--- src/rtl/funnel_shifter.sv ---
module funnel_shifter #(
  parameter int DW = 32,
  parameter int HW = 16,
  parameter int CW = 8
) (
  input  logic          clk,
  input  logic          rst_n,
  input  logic          start,
  input  logic          dir_right,
  input  logic          wide,
  input  logic [DW-1:0] dst,
  input  logic [DW-1:0] src,
  input  logic [CW-1:0] count,
  input  logic          cf_in,
  input  logic          of_in,
  input  logic          sf_in,
  input  logic          zf_in,
  input  logic          pf_in,
  output logic [DW-1:0] result,
  output logic          wr_en,
  output logic          cf,
  output logic          of,
  output logic          sf,
  output logic          zf,
  output logic          pf,
  output logic          done
);
  localparam int SW  = $clog2(DW);
  localparam int LAT = 3;
  localparam int FW  = 6;

  logic [SW-1:0]   c;
  logic [SW:0]     wid;
  logic [DW-1:0]   dm, sm;
  logic [2*DW-1:0] lsh, rsh;
  logic [DW-1:0]   res_n;
  logic            cf_n, of_n, sf_n, zf_n, pf_n, dmsb;

  assign c   = count[SW-1:0];
  assign wid = wide ? (SW+1)'(DW) : (SW+1)'(HW);
  assign dm  = wide ? dst : {{(DW-HW){1'b0}}, dst[HW-1:0]};
  assign sm  = wide ? src : {{(DW-HW){1'b0}}, src[HW-1:0]};
  assign lsh = wide ? ({dm, sm} << c) : ({{DW{1'b0}}, dm[HW-1:0], sm[HW-1:0]} << c);
  assign rsh = wide ? ({sm, dm} >> c) : ({{DW{1'b0}}, sm[HW-1:0], dm[HW-1:0]} >> c);

  always_comb begin
    if (dir_right)
      res_n = wide ? rsh[DW-1:0] : {{(DW-HW){1'b0}}, rsh[HW-1:0]};
    else
      res_n = wide ? lsh[2*DW-1:DW] : {{(DW-HW){1'b0}}, lsh[2*HW-1:HW]};
    if (c == '0) res_n = dm;
  end

  always_comb begin
    cf_n = 1'b0;
    if ({1'b0, c} <= wid && c != '0) begin
      if (dir_right) cf_n = dm[SW'(c - 1'b1)];
      else           cf_n = dm[SW'(wid - {1'b0, c})];
    end
  end

  assign dmsb = wide ? dm[DW-1] : dm[HW-1];
  assign sf_n = wide ? res_n[DW-1] : res_n[HW-1];
  assign zf_n = (res_n == '0);
  assign pf_n = ~^res_n[7:0];
  assign of_n = (c == SW'(1)) ? (sf_n ^ dmsb) : of_in;

  logic [DW-1:0] res_q [LAT];
  logic [FW-1:0] flg_q [LAT];
  logic [LAT-1:0] vld_q;

  always_ff @(posedge clk) begin
    if (!rst_n) begin
      vld_q <= '0;
      for (int i = 0; i < LAT; i++) begin
        res_q[i] <= '0;
        flg_q[i] <= '0;
      end
    end else begin
      vld_q <= {vld_q[LAT-2:0], start};
      res_q[0] <= res_n;
      if (c == '0)
        flg_q[0] <= {1'b0, cf_in, of_in, sf_in, zf_in, pf_in};
      else
        flg_q[0] <= {1'b1, cf_n, of_n, sf_n, zf_n, pf_n};
      for (int i = 1; i < LAT; i++) begin
        res_q[i] <= res_q[i-1];
        flg_q[i] <= flg_q[i-1];
      end
    end
  end

  assign done   = vld_q[LAT-1];
  assign result = res_q[LAT-1];
  assign wr_en  = done & flg_q[LAT-1][5];
  assign cf     = flg_q[LAT-1][4];
  assign of     = flg_q[LAT-1][3];
  assign sf     = flg_q[LAT-1][2];
  assign zf     = flg_q[LAT-1][1];
  assign pf     = flg_q[LAT-1][0];
endmodule

--- config.mk ---
export PLATFORM = sky130hd
export DESIGN_NAME = funnel_shifter
export DESIGN_NICKNAME = d
export VERILOG_FILES = /design/src/rtl/funnel_shifter.sv
export SDC_FILE = /design/constraint.sdc
export NUM_CORES = 1
export LEC_CHECK = 0
export BUFFER_PORTS_ARGS = -buffer_cell sky130_fd_sc_hd__buf_4
export CELL_PAD_IN_SITES_DETAIL_PLACEMENT = 0
export CELL_PAD_IN_SITES_GLOBAL_PLACEMENT = 1
export CORE_MARGIN = 4
export CORE_UTILIZATION = 29
export CTS_BUF_LIST = sky130_fd_sc_hd__clkbuf_8
export DETAILED_ROUTE_END_ITERATION = 16
export GPL_ROUTABILITY_DRIVEN = 0
export PLACE_DENSITY_LB_ADDON = 0.08
export SLEW_MARGIN = 20
export SYNTH_ARGS = -nofsm -noshare
export SYNTH_HDL_FRONTEND = slang
export SYNTH_SLANG_ARGS = --single-unit
--- constraint.sdc ---
create_clock -name clk -period 5.6 [get_ports clk]
set_input_delay 0.84 -clock clk [delete_from_list [all_inputs] [get_ports clk]]
set_output_delay 0.84 -clock clk [all_outputs]
set_load 0.01 [all_outputs]
### Yosys cells after proc, flatten, opt, wreduce, memory -nomap -nowiden

Memory sizes are Yosys's and may differ from the RTL's.
Cells that the tools add are included.

| storage, ports and cells | value |
|---|---|
| memory bits (writable) | 114 |
| output and inout port bits | 39 |
| logic and storage cells | 60 |
| memories kept | 2 |
| input port bits | 82 |
| flip-flop bits (word level) | 3 |

| operators by class | value |
|---|---|
| eq/ne operators | 1 |
| shifts and indexed selects | 4 |
| bitwise logic cells | 9 |
| muxes and demuxes | 33 |
| $add $sub $neg | 2 |
| $lt $le $gt $ge | 3 |
| reduce and logical (&&, ||, !) cells | 5 |

Memories:

| name | depth | width | rd ports | clocked after Yosys merged registers in | wr ports | RTL line | RTL |
|---|---|---|---|---|---|---|---|
| res_q | 3 | 32 | 3 | 0 | 3 | 68 | `logic [DW-1:0] res_q [LAT];` |
| flg_q | 3 | 6 | 3 | 0 | 3 | 69 | `logic [FW-1:0] flg_q [LAT];` |

Operators with widths:

| cell | count |
|---|---|
| 32-bit two-way mux | 10 |
| 64-bit two-way mux | 1 |
| 32-bit by 5-bit left shift with 64-bit output | 1 |
| 64-bit by 5-bit left shift with 64-bit output | 1 |
| 64-bit by 5-bit >> shifter with 32-bit output | 1 |
| 32-bit zero test | 1 |
| 32-bit by 5-bit >> shifter with 32-bit output | 1 |
| 6-bit two-way mux | 5 |
| 1-bit two-way mux | 15 |
| 5-bit by 6-bit less-than comparator with 1-bit output (second input constant) | 2 |
| 1-bit binary-select mux with 5-bit select | 2 |
| 8-bit XNOR reduction | 1 |
| 1-bit OR | 7 |
| 5-bit by 6-bit less-or-equal comparator with 1-bit output | 1 |
| 5-bit by 1-bit == test with 1-bit output (second input constant) | 1 |
| 5-bit zero test | 1 |
| 5-bit nonzero test | 1 |
| 5-bit by 1-bit subtractor with 5-bit output (second input constant) | 1 |
| 5-bit subtractor | 1 |
| 1-bit bitwise AND | 1 |
| 1-bit logical AND | 1 |
| 1-bit XOR | 1 |

### Logic depth before layout (Yosys ltp)

| logic depth | value |
|---|---|
| word-level depth | 10 |
| depth in mapped cells | 20 |
| depth with buffers taken out | 15 |

### Worst setup path after synthesis

Ideal clock, no wire load.

| timing path | value |
|---|---|
| path kind | input to register |
| start | in count[0] |
| end | mem flg_q[0][1], data pin |
| path slack | 1.096 ns |
| data arrival time | 4.339 ns |
| required time | 5.435 ns |
| setup time | 0.165 ns |
| stages on the path | 18 |
| buffers on the path | 8 |
| path through | inv_1 buf_4 buf_4 buf_4 buf_4 buf_2 ha_1 or4b_1 clkbuf_1 clkbuf_1 buf_1 o221ai_1 ha_1 and4_1 o2111ai_1 nor3_2 nand4_1 o31ai_2 |

RTL lines:

| item | RTL line | RTL |
|---|---|---|
| start: declaration | 13 | `input logic [CW-1:0] count,` |
| end: declaration | 69 |  |

==> results <==
- The fraction of the mapped netlist area in adder cells is 0.00740.
- The compound-gate portion of the synthesized area is 0.184.
- The sequential-to-total area share from yosys stat is 0.186.
- The first routing iteration left about 1800 violations.
- The number of antenna violations at the first check in global routing was 5.
- The via count of the first global-routing pass was 13100.
- The startpoint identified for the worst register-to-register timing path is flg_q[0][1].
- Leaving out fill and tap cells, the most frequent cells in the layout are buf_4 (189), nand2_1 (130), mux2i_1 (123).
- In the final layout, the share of cells above drive strength 1 is 0.288.
- Summed over all cells, the static leakage comes to between 6 and 7 nW.
- The startpoint kind of the worst setup timing path is an input pin.
- The peak fanout along the critical path is 29.
- The routed layout has approximately 14000 vias.
- The biggest area contributor in the post-synthesis netlist is mux4_2.
- After floorplanning, the core was divided into 78 placement rows.
- Summing every instance area after synthesis gives ~0.014 mm^2.
- At the end of the flow, the number of nets in the layout was ~1600.
- The dominant combinational cell family by area after synthesis is multiplexers.
- The run finished with clean final reports.
- The antenna diode instance count is 0.
- The clock net in this run drives a total of between 100 and 150 sinks.
- The required time at the worst-slack endpoint is 5850 ps.
- The minimum hold slack is between 400 and 500 ps.
- The number of synthesized flops with an enable pin is 18.
- In the post-synthesis netlist, the biggest area contributors are mux4_2 (20%), dfxtp_1 (15%), mux2i_1 (9.1%), mux2_2 (4.7%), and2_1 (4.6%).
- The number of hold violations in the final report is 0.
- The height of the die is about 220 um.
- The maximum operating frequency is approximately 200 MHz.
- Setup slack closes at 685 ps.
- After detailed routing, the average wire length per cell comes to approximately 34 um.
- Of the total synthesized cell area, the portion taken by XOR and XNOR cells is 0.00453.
- The pin count of the biggest net entering global routing is 94.
- The die footprint is ~0.05 mm^2.
- Counting I/O delays and the setup requirement, the final critical path takes between 4000 and 5000 ps.
- After detailed routing, the number of remaining DRC violations is 0.
- The synthesized area divided by synthesized cell count is 9.25 um^2.
- The core outline area is around 0.046 mm^2.
- The pre-antenna-repair detailed-routing pass consisted of 7 iterations.
- The deepest clock path buffer count is 2.
- The worst setup skew after layout is 9.16 ps.
- After synthesis the netlist holds a flip-flop and latch count of approximately 120.
- The buffers inserted during post-CTS setup optimization is 0.
- The die span in x is about 220 um.
- Detailed placement ended at an HPWL of roughly 53000 um.
- The post-CTS resize count is 0.
- The clock-pin slew reported for the worst setup and hold paths after clock tree synthesis is ~70 ps.
- The data arrival time of the critical path is 5170 ps.
- In this run the clock root is driven by a clkbuf_8.
- The first element of the critical path is wide.
- The post-placement setup slack is ~450 ps.
- Dividing total power by cell area gives a power density of between 200 and 250 mW/mm^2.
- Setup repair after global routing left no endpoint under its margin.
- The area share of the leading cell type in the synthesized netlist is 0.200.
- The portion of netlist area occupied by mux cells is 0.368.
- The area growth from synthesis to layout is 13.0%.
- The class of the most critical hold timing path is flop to flop.
- The distinct cell type count after synthesis is 92.
- The number of clock buffers added by TritonCTS is 17.
- 121 I/O pins were placed.
- The count of max-cap constraint violations is 0.
- The simple-gate portion of the synthesized area is 0.163.
- The first global-routing pass estimated about 100000 um of wire.
- The most common cell after layout, fill and taps aside is buf_4.
- The most used flip-flop cell after synthesis is dfxtp_1.
- The final routed wirelength across all metal layers is around 71000 um.
- Summed over all layers, the global routing overflow is 0.
- The number of failing setup endpoints in the final timing report is 0.
- In this run the most critical hold path is launched from res_q[0][19].
- For this configuration, the core starts out at a cell density of 0.296.
- Across the VDD grid, the largest voltage drop is around 180 uV.
- In this run the remaining antenna-violating nets after routing total 0.
- The post-cts hold buffer count is 0.
- The clock latency at the later pin of the worst-skew pair is 420 ps.
- STA classifies the critical path endpoint as a flop.
- Counting every instance in the synthesized netlist gives approximately 1500.
- The max-slew violation count was 0.
- Dividing the detail-routed via count by the number of cells gives around 6.5.
- The aggregate negative setup slack is 0 ps.
- The count of buffers added on input and output ports is ~120.
- In this run the tightest slew margin relative to its limit is 0.318.
- The Yosys step of the flow raised 0 warnings.
- The post-route clock period utilization is 0.878.
- For this run, asynchronously set or reset flops after synthesis account for 0.
- The count of H-tree levels built during CTS is 4.
- The overall routing resource usage is 0.275.
- The critical setup path kind is input pin to flop.
- TritonCTS built the clock tree.
- At the pin with the least slew margin, the transition time is approximately 1000 ps.
[metrics by stage]
step	util	cell area (um^2)	power, W	std cells
floorplan	-	13600	0.00178	1479
global placement	0.325	14900	0.00233	2074
detailed placement	0.325	14900	0.00232	2074
CTS	0.334	15300	0.00318	2105
global route	0.334	15300	0.00331	2105
finish	0.334	15300	0.00318	2105
[final cells by class]
type | count | area [um^2]
clock buffers | 17 | 234
clock inverters | 14 | 198
fillers | 4788 | 30500
inverters | 16 | 61.3
multi-input cells | 1142 | 9910
flip-flops and latches | 117 | 2520
well taps | 600 | 751
repair buffers | 199 | 1610
[Yosys cell counts (9+ instances only)]
library cell / instances
o21ai_0: 56
nor2_1: 98
a21oi_1: 58
inv_1: 13
nand3_1: 32
and3_1: 12
nand2_1: 130
edfxtp_1: 18
o221ai_1: 14
buf_6: 12
clkbuf_1: 92
buf_4: 49
nor3_1: 17
o22ai_1: 16
a211oi_1: 31
o211ai_1: 18
dfxtp_1: 99
o211a_1: 10
nand2b_1: 9
a22oi_1: 12
mux4_1: 11
nor2b_1: 11
a31oi_1: 13
a221oi_1: 13
buf_2: 36
mux4_2: 120
mux2i_1: 123
and2_1: 100
mux2_2: 57
buf_1: 14
[flip-flops by register name (all words and copies together), names as in the netlist]
signal	cells
flg_q	18
res_q	96
vld_q	3
[path summary, 6_finish.rpt]
path,to,slack (ps),cells after the start
worst min-delay path,res_q[0][51],430,1
worst max register to register,flg_q[0][7],4730,1
worst min register to register,res_q[0][51],430,1
worst max-delay path,flg_q[0][1],690,16
[cells by family after synthesis]
family	count (synthesis)
AND/OR/NAND/NOR	445
AO/OA/AOI/OAI	344
multiplexers	320
buffers and inverters	220
flip-flops	117
adder cells (fa/ha/maj)	8
XOR/XNOR	7
other	1
[metal layers]
layer	vias to the layer above	part of all wire	GRT usage
li1	5649	-	-
met1	6893	0.40	0.368
met2	924	0.45	0.437
met3	186	0.093	0.0514
met4	2	0.052	0.116
met5	-	0.00015	0
[power by group]
group          internal [W]  switching (W)
clock network      0.000488       0.000343
registers          0.000907      0.0000106
logic              0.000551       0.000878
total               0.00195        0.00123
[critical path, cell delays in order]
cell and delay [ps]:
buf_4 390, mux4_1 660, mux2i_1 400, mux2i_1 130, a221oi_1 600, a21oi_1 170, a221oi_1 420, buf_4 200
a31oi_1 40, mux2i_1 260, ha_1 180, and4_1 180, o2111ai_1 130, nor3_2 200, nand4_1 130, o31ai_2 200
(Power assumes the default switching activity.)
